--- src/rtl/fbc_pkg.sv ---
// Shared types for the feedback burst completion tracker.
package fbc_pkg;
    typedef enum logic [1:0] {
        ST_IDLE    = 2'd0,
        ST_RUN     = 2'd1,
        ST_FINWAIT = 2'd2
    } fbc_state_t;
endpackage

--- src/rtl/fbc_beat_ctr.sv ---
// Beat index within one feedback burst.
// Moves on accepted beats only and wraps after 2*NUM_CYCLE-1.
// Assumes clr_i has priority over any beat on the same edge.
module fbc_beat_ctr #(
    parameter int NUM_CYCLE = 32,
    localparam int IDX_W    = $clog2(2*NUM_CYCLE)
) (
    input  logic             clk,
    input  logic             rst_n,
    input  logic             clr_i,
    input  logic             step_i,
    output logic             last_o,
    output logic [IDX_W-1:0] idx_o
);
    localparam logic [IDX_W-1:0] LAST_IDX = IDX_W'(2*NUM_CYCLE-1);

    logic [IDX_W-1:0] idx_q;

    // Index register: clear, wrap at the last index, or step.
    always_ff @(posedge clk) begin
        if (!rst_n || clr_i)
            idx_q <= '0;
        else if (step_i)
            idx_q <= (idx_q == LAST_IDX) ? '0 : idx_q + 1'b1;
    end

    // Flag the final beat position of a burst.
    always_comb last_o = (idx_q == LAST_IDX);

    assign idx_o = idx_q;
endmodule

--- src/rtl/fbc_burst_ctr.sv ---
// Completed-burst counter, saturating at TARGET.
// Assumes the caller asserts done_beat_i only for an accepted beat at the last index.
module fbc_burst_ctr #(
    parameter int TARGET = 16,
    localparam int CNT_W = $clog2(TARGET+1)
) (
    input  logic             clk,
    input  logic             rst_n,
    input  logic             clr_i,
    input  logic             done_beat_i,
    output logic             at_target_o,
    output logic [CNT_W-1:0] cnt_o
);
    localparam logic [CNT_W-1:0] TGT = CNT_W'(TARGET);

    logic [CNT_W-1:0] cnt_q;

    // Count bursts until the target is reached, then hold.
    always_ff @(posedge clk) begin
        if (!rst_n || clr_i)
            cnt_q <= '0;
        else if (done_beat_i && cnt_q != TGT)
            cnt_q <= cnt_q + 1'b1;
    end

    // Target compare used by the finish-wait release.
    always_comb at_target_o = (cnt_q == TGT);

    assign cnt_o = cnt_q;
endmodule

--- src/rtl/fbc_fsm.sv ---
// Idle / run / finish-wait sequencer.
// Leaves finish-wait when the burst count is at target. On that edge it asks
// for a counter clear and registers a one-cycle done pulse.
module fbc_fsm
    import fbc_pkg::*;
(
    input  logic       clk,
    input  logic       rst_n,
    input  logic       start_i,
    input  logic       loop_end_i,
    input  logic       at_target_i,
    output fbc_state_t state_o,
    output logic       release_o,
    output logic       done_o
);
    fbc_state_t state_q, state_d;
    logic       done_q;

    // Next-state selection.
    always_comb begin
        state_d = state_q;
        unique case (state_q)
            ST_IDLE:    if (start_i)     state_d = ST_RUN;
            ST_RUN:     if (loop_end_i)  state_d = ST_FINWAIT;
            ST_FINWAIT: if (at_target_i) state_d = ST_IDLE;
            default:                     state_d = ST_IDLE;
        endcase
    end

    // Release condition that clears both counters.
    always_comb release_o = (state_q == ST_FINWAIT) && at_target_i;

    // State and done registers.
    always_ff @(posedge clk) begin
        if (!rst_n) begin
            state_q <= ST_IDLE;
            done_q  <= 1'b0;
        end else begin
            state_q <= state_d;
            done_q  <= release_o;
        end
    end

    assign state_o = state_q;
    assign done_o  = done_q;
endmodule

--- src/rtl/burst_done_tracker.sv ---
// Top level: counts completed fixed-length feedback bursts using a beat-index
// boundary, so overlapping back-to-back bursts are each counted. Counting runs
// in the run and finish-wait states only.
module burst_done_tracker
    import fbc_pkg::*;
#(
    parameter int NUM_CYCLE = 32,
    parameter int TARGET    = 16,
    localparam int IDX_W    = $clog2(2*NUM_CYCLE),
    localparam int CNT_W    = $clog2(TARGET+1)
) (
    input  logic             clk,
    input  logic             rst_n,
    input  logic             start_i,
    input  logic             loop_end_i,
    input  logic             beat_valid_i,
    input  logic             beat_ready_i,
    output logic [IDX_W-1:0] beat_idx_o,
    output logic [CNT_W-1:0] burst_cnt_o,
    output logic             running_o,
    output logic             finwait_o,
    output logic             done_o
);
    fbc_state_t state;
    logic       release_w, at_target, last_beat, step;

    // A beat counts only when handshaken outside idle.
    always_comb step = beat_valid_i && beat_ready_i && (state != ST_IDLE);

    fbc_beat_ctr #(.NUM_CYCLE(NUM_CYCLE)) i_beat (
        .clk    (clk),
        .rst_n  (rst_n),
        .clr_i  (release_w),
        .step_i (step),
        .last_o (last_beat),
        .idx_o  (beat_idx_o)
    );

    fbc_burst_ctr #(.TARGET(TARGET)) i_burst (
        .clk         (clk),
        .rst_n       (rst_n),
        .clr_i       (release_w),
        .done_beat_i (step && last_beat),
        .at_target_o (at_target),
        .cnt_o       (burst_cnt_o)
    );

    fbc_fsm i_fsm (
        .clk         (clk),
        .rst_n       (rst_n),
        .start_i     (start_i),
        .loop_end_i  (loop_end_i),
        .at_target_i (at_target),
        .state_o     (state),
        .release_o   (release_w),
        .done_o      (done_o)
    );

    assign running_o = (state == ST_RUN);
    assign finwait_o = (state == ST_FINWAIT);
endmodule

--- config.mk ---
export PLATFORM = sky130hd
export DESIGN_NAME = burst_done_tracker
export DESIGN_NICKNAME = d
export VERILOG_FILES = /design/src/rtl/fbc_pkg.sv /design/src/rtl/fbc_beat_ctr.sv /design/src/rtl/fbc_burst_ctr.sv /design/src/rtl/fbc_fsm.sv /design/src/rtl/burst_done_tracker.sv
export SDC_FILE = /design/constraint.sdc
export NUM_CORES = 1
export LEC_CHECK = 0
export ABC_AREA = 1
export CORE_MARGIN = 1.5
export CORE_UTILIZATION = 51
export CTS_CLUSTER_SIZE = 8
export DETAILED_ROUTE_END_ITERATION = 7
export PLACE_DENSITY_LB_ADDON = 0.08
export SETUP_SLACK_MARGIN = 0.3
export SLEW_MARGIN = 20
export SYNTH_ARGS = -nofsm -noshare
export SYNTH_HDL_FRONTEND = slang
export SYNTH_SLANG_ARGS = --single-unit
--- constraint.sdc ---
create_clock -name clk -period 3.9 [get_ports clk]
set_clock_uncertainty 0.1 [all_clocks]
set_input_delay 0.585 -clock clk [delete_from_list [all_inputs] [get_ports clk]]
set_output_delay 0.585 -clock clk [all_outputs]
set_load 0.1 [all_outputs]
# Word-level counts from Yosys, hierarchy flattened
# Cells that the tools add are included.
[classes] addsub=2 eq_ne=8 mux=5 reduce_logical=10
[ops] op="adder 6 x 1 -> 6 bit (second input constant)" n=1
[ops] op="== test 6 bit (second input constant)" n=1
[ops] op="two-way mux 2 bit" n=3
[ops] op="two-way mux 6 bit" n=1
[ops] op="one-hot mux 2 bit (3 select lines)" n=1
[ops] op="adder 5 x 1 -> 5 bit (second input constant)" n=1
[ops] op="== test 5 bit (second input constant)" n=1
[ops] op="logical AND 1 bit" n=5
[ops] op="inequality test 5 bit (second input constant)" n=1
[ops] op="inequality test 2 bit (second input constant)" n=2
[ops] op="AND reduction 3 bit" n=1
[ops] op="== test 2 x 1 -> 1 bit (second input constant)" n=1
[ops] op="== test 2 bit (second input constant)" n=1
[ops] op="zero test 2 bit" n=1
[ops] op="inequality test 2 x 1 -> 1 bit (second input constant)" n=1
[ops] op="nonzero test 2 bit" n=1
[ops] op="zero test 1 bit" n=1
[ops] op="logical OR 1 bit" n=1
[totals] reg_bits=14 inputBits=6 output_inout_bits=14 word_cells=29

# Longest topological paths before layout
# Gate-level depths: netlist of the first run.
[logic_depth] word_depth=4 mapped_depth=9

# Modules after synthesis
# A second synthesis of the first run with hierarchy kept.
[unflattened] hier_cells=111 hier_area_um2=747.0
[by_module_without_submodules] mod="fbc_beat_ctr" n_inst=1 cells_per_inst=43 area_per_inst_um2=292.8 seq_area_each_um2=120.1
[by_module_without_submodules] mod="fbc_burst_ctr" n_inst=1 cells_per_inst=42 area_per_inst_um2=285.3 seq_area_each_um2=100.1
[by_module_without_submodules] mod="fbc_fsm" n_inst=1 cells_per_inst=17 area_per_inst_um2=126.4 seq_area_each_um2=60.1
[by_module_without_submodules] mod="burst_done_tracker" n_inst=1 cells_per_inst=9 area_per_inst_um2=42.5 seq_area_each_um2=0.0

# Least setup slack after synthesis of the first run
# No wires, ideal clock.
[synth_path] path_kind="register -> output" startpoint="register i_fsm.state_q[0] (netlist: i_fsm.state_o[0])" endpoint="output running_o" arrival_ns=1.715 path_slack_ns=1.500 path_stages_with_launch=3 n_path_buf=0 path_cell_list="dfxtp_1 inv_1 nor2_1"
[synth_between] elab_chain_len=1
[synth_rtl] element="start, declared" line_no="fbc_fsm.sv:16" source="fbc_state_t state_q, state_d;"
[synth_rtl] element="start signal, assigned" line_no="fbc_fsm.sv:39" source="state_q <= state_d;"
[synth_rtl] element="== test 2 x 1 -> 1 bit" line_no="burst_done_tracker.sv:59" source="assign running_o = (state == ST_RUN);"
[synth_rtl] element="end, declared" line_no="burst_done_tracker.sv:20" source="output logic running_o,"
# Every way passes these cells.

# Final worst setup path of the first run
# Same ends and word-level chain as after synthesis.

==> results of run 1 <==
registers in the layout, summed over array words and instances, names as in the netlist:
name and count:
i_fsm.done_o 1, i_burst.cnt_o 5, i_fsm.state_o 2, i_beat.idx_o 6
power breakdown:
part | total, µW | switching, µW | leakage (µW) | internal (µW)
sequential | 147 | 2.03 | 0.000113 | 145
clock | 82.0 | 46.3 | 0.0000138 | 35.8
combinational | 41.4 | 28.8 | 0.000270 | 12.6
total | 270 | 77.1 | 0.000397 | 193
worst min-delay path: stages (launching register included):
cell     delay (ns)
dfxtp_1        0.35
inv_1          0.07
a21oi_2        0.04
cells in the mapped netlist:
master,n
a21oi_1,8
a21oi_2,3
buf_6,1
dfxtp_1,14
ha_1,3
inv_1,17
inv_2,2
nand2_1,27
nand2_2,2
nand2_4,3
nand3_1,9
nand3_2,2
nand4_1,3
nor2_1,6
nor2_2,4
nor2_4,3
nor3_1,1
o21ai_2,1
xor2_1,2
metrics by stage:
| stage | area, µm² | cells | util | hold WS (ns) |
|---|---|---|---|---|
| after floorplan | 810.8 | 111 | - | 0.4612 |
| after global placement | 1010 | 145 | 0.6782 | 0.3827 |
| after detailed placement | 1010 | 145 | 0.6782 | 0.3871 |
| after CTS | 1032 | 148 | 0.6933 | 0.4001 |
| after global routing | 1032 | 148 | 0.6933 | 0.4258 |
| final | 1032 | 148 | 0.6933 | 0.3960 |
kinds of logic (layout without fill, tap and decap cells):
family	Yosys count	count (layout)	share of synthesized area
and+or+nand+nor	60	60	0.3920
buffers and inverters	20	41	0.1019
DFF	14	14	0.3457
AOI/OAI and AO/OA	12	12	0.09260
adders and majority gates	3	3	0.04630
xor gates and xnor gates	2	2	0.02161
metal layers:
metal  track usage  part of all wire  vias to the layer above
met1        0.2507              0.48                      353
met3       0.02979             0.044                        4
met2        0.2818              0.46                       19
li1              -                 -                      396
met4        0.1125             0.017                        0
met5             0                 0                        -
final timing paths:
check,slack [ns],endpoint,cells past startpoint
setup / recovery,1.17,running_o,3
hold / removal,0.40,i_beat.idx_o[4]$_SDFFE_PP0P_,2
setup reg to reg,2.44,i_burst.cnt_o[1]$_SDFFE_PP0P_,8
hold reg to reg,0.40,i_beat.idx_o[4]$_SDFFE_PP0P_,2
layout make-up:
cell class / count / area (µm²)
fill: 123 / 456.7
multi-input combinational: 77 / 447.9
sequential: 14 / 280.3
timing repair buffer: 19 / 190.2
inverter: 19 / 71.32
clock buffer: 3 / 22.52
tap: 16 / 20.02
==> impl_metrics.toml, run 1 <==
[floorplan]
io_pins = 20
core_region_area_um2 = 1489
die_h_um = 42.87
fp.dieW_um = 42.87
start_util = 0.5445
num_rows = 14
dieArea_um2 = 1838

[placement]
io_buffers = 19
hpwl_um = 1161
place_congestion = 0.8112
pre_cts_ws_ns = 1.495

[grt]
grt_pass1_wl_um = 2587
grt_max_degree = 10
grt_usage = 0.1878
first_global_vias = 675
overflow = 0
antenna_found_initial = 0

[clock_tree]
root_buffer = "clkbuf_4"
clock_latency_ns = 0.28
cts_setup_buffers = 0
cts_buffer_depth = 2
cts_tree = "built"
clk_pin_slew_ns = 0.09
cts.sinks = 14
cts_resized = 0
htree_num_levels = 1
cts_hold_buf = 0
cts_buffers = 3

[final_layout]
drive_gt1_frac = 0.1742
nNetsFinal = 143
synthToLayoutAreaGrowth_pct = 27.31
layout_common_cells = "nand2_1 (27), clkdlybuf4s50_1 (19), inv_1 (17)"
final_common_cell = "nand2_1"
diodes = 0

[worst_setup_path]
critical_path_buf_inv_count = 2
worst_path_max_delay_cell = "clkdlybuf4s50_1"
cp-end-kind = "output pin"
cp.arrival_ns = 2.04
crit_fanout = 3
critical_path_class = "register to output pin"
slowest_delay_ns = 1.17
cp.required_ns = 3.21
critical_path.startpoint = "i_fsm.state_o[0]$_SDFFE_PN0P_"
cp_top_family = "buffers and inverters"
path_cells = "inv_1 > nor2_1 > clkdlybuf4s50_1"
r2r_start = "i_burst.cnt_o[0]$_SDFFE_PP0P_"
worstSetupStartpointType = "register"

[yosys]
synth.avg_cell_area_um2 = 7.304
synth-seq-cells = 14
mappedNetlistNets = 120
synth.top_cell.area_share = 0.3457
synth_area_leader_cell = "dfxtp_1"
syn_area_um2 = 810.8
synth_seq_area_share = 0.3457
syn-instance-count = 111
synth_area_leaders = "dfxtp_1 (35%), nand2_1 (13%), inv_1 (7.9%), nand3_1 (5.6%), a21oi_1 (4.9%)"
yosys.cell_types.count = 19
ys_warn_count = 0

[route]
first_pass_iters = 4
vias = 772
avgRoutedWirePerCell_um = 10.03
drt_iter0_markers = 16
route.detailed.drc = 0
routed_via_density = 5.216
ant_nets = 0
wl_um = 1485

[status]
outcome = "completed"

[run]
max_cap_violations = 0

[timing]
setup_slack_ns = 1.171
worst_pin_slew_ns = 0.9744
hold_violations = 0
period_minus_slack_ns = 2.729
max_freq_ghz = 0.3664
grt_setup_unrepaired = "no"
setup_viol = 0
max-slew-margin-rel = 0.3484
tns_ns = 0
period_share = 0.6998
maxSlewViolCount = 0

[min_path]
hold_path.class = "register to register"
hp-start = "i_beat.idx_o[4]$_SDFFE_PP0P_"

[pwr]
irDropWorstVdd_v = 0.0001948
finalPower_uw = 270.4
p_per_area_nw_per_um2 = 262.0
p_leak_uw = 0.0003970
Note: power is estimated with default switching activity, not from simulation.
==> run 2, diff against run 1 <==
--- a/config.mk
+++ b/config.mk
@@ -7,7 +7,7 @@
 export LEC_CHECK = 0
 export ABC_AREA = 1
 export CORE_MARGIN = 1.5
-export CORE_UTILIZATION = 51
+export CORE_UTILIZATION = 47
 export CTS_CLUSTER_SIZE = 8
 export DETAILED_ROUTE_END_ITERATION = 7
 export PLACE_DENSITY_LB_ADDON = 0.08
==> constraint.sdc (replaced) <==
create_clock -name clk -period 2.6 [get_ports clk]
set_clock_uncertainty 0.1 [all_clocks]
set_input_delay 0.39 -clock clk [delete_from_list [all_inputs] [get_ports clk]]
set_output_delay 0.39 -clock clk [all_outputs]
set_load 0.1 [all_outputs]
==> run 2 against run 1 <==
Compared with the run above:
- the flow now finishes with violations (DRC)
- die area rose by 7.9%
- critical path depth did not move
- flip-flop and latch count did not move
- design area fell by 2.1%
- combinational power rose by 47%
- count of clock-buffer cells in the layout rose by 1
- total power rose by 62%
- non-clock buffer count did not move
==> impl_metrics.toml, run 2 (synthesized netlist as in run 1, its figures left out) <==
[floorplan]
num_rows = 14
die_h_um = 44.54
core_region_area_um2 = 1559
fp.dieW_um = 44.54
io_pins = 20
start_util = 0.5201
dieArea_um2 = 1983

[placement]
pre_cts_ws_ns = 0.9114
hpwl_um = 1188
io_buffers = 19
place_congestion = 0.8357

[timing]
period_minus_slack_ns = 1.680
max_freq_ghz = 0.5953
setup_viol = 0
maxSlewViolCount = 0
setup_slack_ns = 0.9203
hold_violations = 0
tns_ns = 0
worst_pin_slew_ns = 0.3570
max-slew-margin-rel = 0.7617
grt_setup_unrepaired = "no"
period_share = 0.6460

[worst_setup_path]
path_cells = "inv_1 > nor2_2 > buf_4"
critical_path_class = "register to output pin"
cp_top_family = "buffers and inverters"
crit_fanout = 3
worstSetupStartpointType = "register"
cp-end-kind = "output pin"
cp.required_ns = 2.11
critical_path_buf_inv_count = 2
cp.depth = 3
reg2reg_depth = 9
r2r_slack_ns = 1.16
cp.arrival_ns = 1.19
slowest_delay_ns = 0.37
worst_path_max_delay_cell = "dfxtp_1"

[pwr]
swShare = 0.2676
p_per_area_nw_per_um2 = 432.3
p_leak_uw = 0.0004324
power_frac_seq = 0.504
power_switching_uw = 116.9
irDropWorstVdd_v = 0.0003865
comb_power_share = 0.139
p_int_uw = 320.1
clockPowerShare = 0.356

[grt]
overflow = 0
gr-usage-met1 = 0.2469
grt_max_degree = 10
first_global_vias = 691
met3_usage = 0.03673
grt_use_met2 = 0.3159
antenna_found_initial = 0
gr-max-usage-layer = "met2"
grt_usage = 0.1872
grt_pass1_wl_um = 2822

[route]
vias = 730
ant_nets = 0
routed_via_density = 4.899
wl_um = 1514
route.detailed.drc = 2
drt_iter0_markers = 17
avgRoutedWirePerCell_um = 10.16
first_pass_iters = 6

[clock_tree]
cts_tree = "built"
root_buffer = "clkbuf_4"
clock_latency_ns = 0.27
clk_pin_slew_ns = 0.09
htree_num_levels = 1
cts_setup_buffers = 0
cts.sinks = 14
cts_hold_buf = 0
cts_buffer_depth = 2
cts_buffers = 3
cts_resized = 0

[final_layout]
seq_area_um2 = 280.3
synthToLayoutAreaGrowth_pct = 24.69
multi_input_area_um2 = 447.9
final_common_cell = "nand2_1"
drive_gt1_frac = 0.2857
fillers = 140
largest_reg_flops = 6
nNetsFinal = 143
diodes = 0
layout_common_cells = "nand2_1 (27), inv_1 (17), dfxtp_1 (14), buf_4 (14), nand3_1 (9)"

[status]
violations = "DRC"
outcome = "finished, violations left"

[min_path]
holdPathStages = 2
hold_path.class = "register to register"

[run]
max_cap_violations = 0
## run 2: cell types whose count changed in the layout (fill, tap and decap cells not counted)
cell and change:
clkbuf_8 +1, buf_4 +14, clkdlybuf4s50_1 -14
## run 2: path summary, 6_finish.rpt
check,from,end
worst max register to register,i_burst.cnt_o[0]$_SDFFE_PP0P_,i_beat.idx_o[5]$_SDFFE_PP0P_
worst min register to register,i_beat.idx_o[1]$_SDFFE_PP0P_,i_beat.idx_o[1]$_SDFFE_PP0P_
worst min-delay path,i_beat.idx_o[1]$_SDFFE_PP0P_,i_beat.idx_o[1]$_SDFFE_PP0P_
worst max-delay path,i_fsm.state_o[1]$_SDFFE_PN0P_,finwait_o
## run 2: routing by layer
layer,part of all wire,wire (µm)
met1,0.47,715
met4,0.0092,14
met5,0,0
met3,0.049,74
met2,0.47,710
## run 2: cell type report
class,count,area share
tap,16,0.01980
clock buffer,4,0.03589
multi-input combinational,77,0.4431
sequential,14,0.2772
timing repair buffer,19,0.1535
inverter,19,0.07054
## run 2: per-stage QoR
| stage | std cells | cell area, µm² | hold slack [ns] | total power (µW) | utilization |
|---|---|---|---|---|---|
| floorplan | 111 | 810.8 | 0.4358 | 270.0 | - |
| global placement | 145 | 974.7 | 0.3908 | 286.4 | 0.6252 |
| detailed placement | 145 | 974.7 | 0.3953 | 287.0 | 0.6252 |
| CTS | 149 | 1011 | 0.4095 | 443.8 | 0.6485 |
| global route | 149 | 1011 | 0.4309 | 462.2 | 0.6485 |
| finish | 149 | 1011 | 0.4037 | 437.1 | 0.6485 |
## run 2: power by group through the flow
stage          Combinational [µW]  Sequential [µW]  Clock, µW
2_1_floorplan                38.5              231          0
3_3_place_gp                 61.1              225          0
3_5_place_dp                 61.5              225          0
4_1_cts                      61.6              220        162
5_1_grt                      65.9              221        175
6_report                     60.9              220        156
## run 2: worst reg2reg max path, cell delays in order (launching register included)
cell     delay (ns)
dfxtp_1        0.42
inv_1          0.08
ha_1           0.20
nand2_1        0.06
inv_1          0.07
nand3_2        0.11
nand2_4        0.10
inv_2          0.08
o21ai_2        0.06
nor2_1         0.09
